===== src/rtl/dev_index_pkg.sv =====
package dev_index_pkg;

  localparam int ADDR_CHIP_ID = 1;
  localparam int ADDR_GRADE   = 2;
  localparam int ADDR_IDX_HI  = 4;
  localparam int ADDR_IDX_LO  = 5;

  typedef enum logic [2:0] {
    SRC_ID,
    SRC_GRADE,
    SRC_IDX_HI,
    SRC_IDX_LO,
    SRC_DEV
  } rdSrc_t;

  typedef struct packed {
    logic   wrIdxLo;
    logic   wrIdxHi;
    logic   wrDev;
    logic   rdLoad;
    rdSrc_t rdSrc;
  } ctrlStb_t;

endpackage


===== src/rtl/dev_index_ctrl.sv =====
module dev_index_ctrl
  import dev_index_pkg::*;
#(
  parameter int ADDR_W = 13
) (
  input  logic              regWrEn,
  input  logic              regRdEn,
  input  logic [ADDR_W-1:0] regAddr,
  output ctrlStb_t          stb
);

  logic hitId, hitGrade, hitHi, hitLo, isGlobal;

  assign hitId    = (regAddr == ADDR_W'(ADDR_CHIP_ID));
  assign hitGrade = (regAddr == ADDR_W'(ADDR_GRADE));
  assign hitHi    = (regAddr == ADDR_W'(ADDR_IDX_HI));
  assign hitLo    = (regAddr == ADDR_W'(ADDR_IDX_LO));
  assign isGlobal = hitId | hitGrade | hitHi | hitLo;

  always_comb begin
    stb.wrIdxLo = regWrEn & hitLo;
    stb.wrIdxHi = regWrEn & hitHi;
    stb.wrDev   = regWrEn & ~isGlobal;
    stb.rdLoad  = regRdEn;
    if (hitId)         stb.rdSrc = SRC_ID;
    else if (hitGrade) stb.rdSrc = SRC_GRADE;
    else if (hitHi)    stb.rdSrc = SRC_IDX_HI;
    else if (hitLo)    stb.rdSrc = SRC_IDX_LO;
    else               stb.rdSrc = SRC_DEV;
  end

endmodule


===== src/rtl/dev_index_dp.sv =====
module dev_index_dp
  import dev_index_pkg::*;
#(
  parameter int          NUM_CH     = 8,
  parameter int          NUM_AUX    = 8,
  parameter logic [7:0]  CHIP_ID    = 8'h5C,
  parameter logic [7:0]  CHIP_GRADE = 8'h21,
  parameter bit          GRADE_EN   = 1'b1
) (
  input  logic                 clk,
  input  logic                 rstN,
  input  ctrlStb_t             stb,
  input  logic [7:0]           wrData,
  input  logic [NUM_CH*8-1:0]  chanRdData,
  input  logic [NUM_AUX*8-1:0] auxRdData,
  output logic [NUM_CH-1:0]    chanWrStb,
  output logic [NUM_AUX-1:0]   auxWrStb,
  output logic [7:0]           rdData
);

  localparam int NUM_DEV = NUM_CH + NUM_AUX;

  logic [7:0]         idxLo, idxHi;
  logic [7:0]         mainMask, auxMask;
  logic [NUM_CH-1:0]  chanEn;
  logic [NUM_AUX-1:0] auxEn;
  logic [NUM_DEV-1:0] devEn;
  logic [7:0]         devData [NUM_DEV];
  logic [7:0]         devPick, rdNext, gradeVal;

  always_ff @(posedge clk) begin
    if (!rstN) begin
      idxLo <= 8'h0F;
      idxHi <= 8'h0F;
    end else begin
      if (stb.wrIdxLo) idxLo <= wrData;
      if (stb.wrIdxHi) idxHi <= wrData;
    end
  end

  assign mainMask = {idxHi[3:0], idxLo[3:0]};
  assign auxMask  = {idxHi[7:4], idxLo[7:4]};

  generate
    if (NUM_CH == 1) begin : gSingle
      assign chanEn = 1'b1;
    end else begin : gMulti
      assign chanEn = mainMask[NUM_CH-1:0];
    end
  endgenerate

  assign auxEn = auxMask[NUM_AUX-1:0];
  assign devEn = {auxEn, chanEn};

  assign chanWrStb = {NUM_CH{stb.wrDev}} & chanEn;
  assign auxWrStb  = {NUM_AUX{stb.wrDev}} & auxEn;

  generate
    for (genvar g = 0; g < NUM_CH; g++) begin : gChData
      assign devData[g] = chanRdData[g*8 +: 8];
    end
    for (genvar g = 0; g < NUM_AUX; g++) begin : gAuxData
      assign devData[NUM_CH+g] = auxRdData[g*8 +: 8];
    end
  endgenerate

  // Scan from the top down so the lowest enabled index is written last.
  always_comb begin
    devPick = 8'h00;
    for (int i = NUM_DEV - 1; i >= 0; i--) begin
      if (devEn[i]) devPick = devData[i];
    end
  end

  assign gradeVal = GRADE_EN ? CHIP_GRADE : 8'h00;

  always_comb begin
    case (stb.rdSrc)
      SRC_ID:     rdNext = CHIP_ID;
      SRC_GRADE:  rdNext = gradeVal;
      SRC_IDX_HI: rdNext = idxHi;
      SRC_IDX_LO: rdNext = idxLo;
      default:    rdNext = devPick;
    endcase
  end

  always_ff @(posedge clk) begin
    if (!rstN)           rdData <= 8'h00;
    else if (stb.rdLoad) rdData <= rdNext;
  end

endmodule


===== src/rtl/dev_index_sel.sv =====
module dev_index_sel
  import dev_index_pkg::*;
#(
  parameter int         ADDR_W     = 13,
  parameter int         NUM_CH     = 8,
  parameter int         NUM_AUX    = 8,
  parameter logic [7:0] CHIP_ID    = 8'h5C,
  parameter logic [7:0] CHIP_GRADE = 8'h21,
  parameter bit         GRADE_EN   = 1'b1
) (
  input  logic                 clk,
  input  logic                 rstN,
  input  logic                 regWrEn,
  input  logic                 regRdEn,
  input  logic [ADDR_W-1:0]    regAddr,
  input  logic [7:0]           regWrData,
  input  logic [NUM_CH*8-1:0]  chanRdData,
  input  logic [NUM_AUX*8-1:0] auxRdData,
  output logic [NUM_CH-1:0]    chanWrStb,
  output logic [NUM_AUX-1:0]   auxWrStb,
  output logic [7:0]           rdData
);

  ctrlStb_t stb;

  dev_index_ctrl #(.ADDR_W(ADDR_W)) uCtrl (
    .regWrEn (regWrEn),
    .regRdEn (regRdEn),
    .regAddr (regAddr),
    .stb     (stb)
  );

  dev_index_dp #(
    .NUM_CH     (NUM_CH),
    .NUM_AUX    (NUM_AUX),
    .CHIP_ID    (CHIP_ID),
    .CHIP_GRADE (CHIP_GRADE),
    .GRADE_EN   (GRADE_EN)
  ) uDp (
    .clk        (clk),
    .rstN       (rstN),
    .stb        (stb),
    .wrData     (regWrData),
    .chanRdData (chanRdData),
    .auxRdData  (auxRdData),
    .chanWrStb  (chanWrStb),
    .auxWrStb   (auxWrStb),
    .rdData     (rdData)
  );

endmodule


===== config.mk =====
export PLATFORM = sky130hd
export DESIGN_NAME = dev_index_sel
export DESIGN_NICKNAME = d
export VERILOG_FILES = /design/src/rtl/dev_index_pkg.sv /design/src/rtl/dev_index_ctrl.sv /design/src/rtl/dev_index_dp.sv /design/src/rtl/dev_index_sel.sv
export SDC_FILE = /design/constraint.sdc
export NUM_CORES = 1
export LEC_CHECK = 0
export BUFFER_PORTS_ARGS = -buffer_cell sky130_fd_sc_hd__buf_2
export CORE_MARGIN = 4
export CORE_UTILIZATION = 40
export DETAILED_ROUTE_END_ITERATION = 7
export PLACE_DENSITY = 0.8
export SETUP_SLACK_MARGIN = 0.2
export SYNTH_ARGS = -nofsm -noshare
export SYNTH_HDL_FRONTEND = slang
export SYNTH_SLANG_ARGS = --single-unit
export TNS_END_PERCENT = 10

===== constraint.sdc =====
create_clock -name clk -period 3.72 [get_ports clk]
set_input_delay 0.186 -clock clk [delete_from_list [all_inputs] [get_ports clk]]
set_output_delay 0.186 -clock clk [all_outputs]
set_load 0.02 [all_outputs]

==> run metrics <==
initial antenna violation count 0; Net Count, Synth 480; Worst Path Arrival between 1500 and 2000 ps; die area between 0.007 and 0.008 mm^2; dpl hpwl approximately 8100 um; design area approximately 0.0033 mm^2; crit path time final ~2000 ps; largest net degree at the start of global routing 25; Layout area overhead 36.86%; WP buf/inv 3; critical path peak fanout 16; Syn Std Cell Area between 0.002 and 0.0025 mm^2; worst setup margin 1689 ps; FF-to-FF Start uDp.idxLo[0]; combinational power share 29.1%; ANT nets after route 0; critical-path cell list buf_2, nor3b_1, o21bai_1, buf_4, and3_1, buf_2; Slew Viols, Final 0; Crit-path slowest cell o21bai_1; Worst R2R End uDp.rdData[6]; vias 3303; upper clock frequency limit roughly 0.49 GHz; Clock Latency Late Sink 260 ps; Clock Sink Count 24; crit end category output pin; first-pass GRT wire length 14840 um; CORE AREA roughly 0.006 mm^2; Port Buf Inserts 176; count of cell types in the netlist between 40 and 50; Layout fillers slightly below 600; nets@finish 634; Pint between 400 and 500 uW; Reg2Reg Setup Slack 1730 ps; hold_buf cts 0; Seq/Total Area, Yosys between 10% and 20%; status complete, no violations; RSZ-0062 raised after global routing false; switch share around 28%; ys flop type dfxtp_1; Final Hold Fails 0; H-tree levels 1; Async SR Flop Fraction 0%; P_sw between 150 and 200 uW; Synth warnings 0; CP max stage delay roughly 580 ps; Remaining DRCs 0; Synth Register Bits 24; Max Cap Viol 0; WP data required about 3500 ps; Post-synth EDFFs 0; vias in the first global route ~3200; Antenna Cells 0; Num CTS Buffers 3; CP delay by family, top buffers and inverters; chip width 86 um; Root Buffer clkbuf_8; drt total wl 9861 um; # setup viols final 0; CP most frequent cell buf_2; share of cells above drive strength 1 approximately 40%; Placer Congestion between 0.9 and 1; Pre-Repair DR Iteration Count 8; commonest non-fill, non-tap cells in the layout buf_2, a21oi_1, dfxtp_1; 1st-iter DRT viols between 200 and 300; Design Power just under 600 uW; TritonCTS clock tree done; Setup Buffers After CTS 0; setup TNS 0 ps; Post-Synthesis Cells around 330; Fin Hold WS about 150 ps; Crit path depth 6; startpoint class of the critical path input pin; I/O pin count 177; die height ~86 um; sequential share of power between 40% and 50%; Clock power frac between 20% and 30%; post-cts resize count 0; Syn Area/Cell between 7 and 8 um^2; VDD IR max ~120 uV; Worst-Margin Slew 827.8 ps; # rows 28; Clock Tree Buf Depth 2; GRT Total Usage between 20% and 30%; worst setup path endpoint chanWrStb[7]; commonest non-fill, non-tap cell in the layout buf_2; vias per inst about 6.0; gr ovfl total 0; FF-to-FF path depth 5; placed inst area 0.003289 mm^2; Worst Setup SP regAddr[0]; Worst Skew 2.623 ps; Initial Util 41.10%; cell area power density roughly 180 mW/mm^2; Final Cycle Share between 50% and 60%; critical path type in -> out; Worst slew margin between 40 and 50%; drt wl/cell between 15 and 20 um; Placement Setup Slack between 1500 and 2000 ps; Worst-path clk slew ~80 ps; Pleak around 1.6 nW; worst hold path class in -> reg
==> worst min-delay path by stage <==
stage	end	cells after the start	startpoint
global placement	uDp.idxLo[2]	3	regWrData[2]
detailed placement	uDp.idxLo[2]	3	regWrData[2]
CTS	uDp.idxLo[2]	3	regWrData[2]
global route	uDp.idxLo[2]	3	regWrData[2]
finish	uDp.idxLo[2]	3	regWrData[2]
floorplan	uDp.idxLo[0]	2	regWrData[0]
==> state kept, by name, indices dropped and copies added (netlist names) <==
| register | flops |
|---|---|
| uDp.idxLo | 8 |
| uDp.idxHi | 8 |
| uDp.rdData | 8 |
==> cell usage after synthesis (14+ instances only) <==
| library cell | count | share of area (%) |
|---|---|---|
| and3_1 | 16 | 4.1 |
| a221oi_1 | 14 | 5.0 |
| a21oi_1 | 30 | 6.2 |
| mux2i_1 | 20 | 8.2 |
| o221ai_1 | 16 | 5.8 |
| nand2_1 | 17 | 2.6 |
| clkbuf_1 | 19 | 2.9 |
| nor2_1 | 18 | 2.8 |
| o21ai_0 | 23 | 4.7 |
| nor3_1 | 15 | 3.1 |
| dfxtp_1 | 24 | 20 |
| nor2b_1 | 19 | 4.9 |
==> power by group through the flow <==
stage	Clock, mW	Combinational [mW]	Sequential [mW]
floorplan	0	0.0552	0.280
global placement	0	0.167	0.273
detailed placement	0	0.170	0.273
CTS	0.150	0.171	0.267
global route	0.164	0.188	0.267
finish	0.152	0.172	0.267
==> routing by layer <==
layer	wire length, um	share of wire [%]	GRT usage [%]
met5	0	0	0
met4	250	2.5	8.777
met3	1034	10	4.323
met2	4873	49	44.71
met1	3703	38	29.35
==> worst reg2reg max path: stages (launching register included) <==
cell,delay (ps)
dfxtp_1,530
nor4_2,660
o21ai_0,240
a21oi_1,200
o31ai_1,120
a21oi_1,170
==> logic make-up (layout without fill, tap and decap cells) <==
kind of cell    count (synthesis)  in the layout  share of synthesized area (%)
buf+inv                        38            190                          6.735
mux                            20             20                          8.226
flops                          24             24                          19.74
simple gates                  114            114                          28.28
compound gates                131            131                          37.02
==> stage by stage <==
stage / util [%] / cells
2_1_floorplan: - / 327
3_3_place_gp: 55.56 / 551
3_5_place_dp: 55.56 / 551
4_1_cts: 56.26 / 554
5_1_grt: 56.26 / 554
6_report: 56.26 / 554
==> layout make-up <==
type	instances	area (um^2)	share of cell area, %
clock buffer	3	41.29	1.240
multi-input combinational	265	1789	53.72
sequential	24	480.5	14.43
timing repair buffer	177	888.4	26.67
tap	75	93.84	2.817
inverter	10	37.54	1.127
No activity file was read; power rests on OpenSTA's default activity.
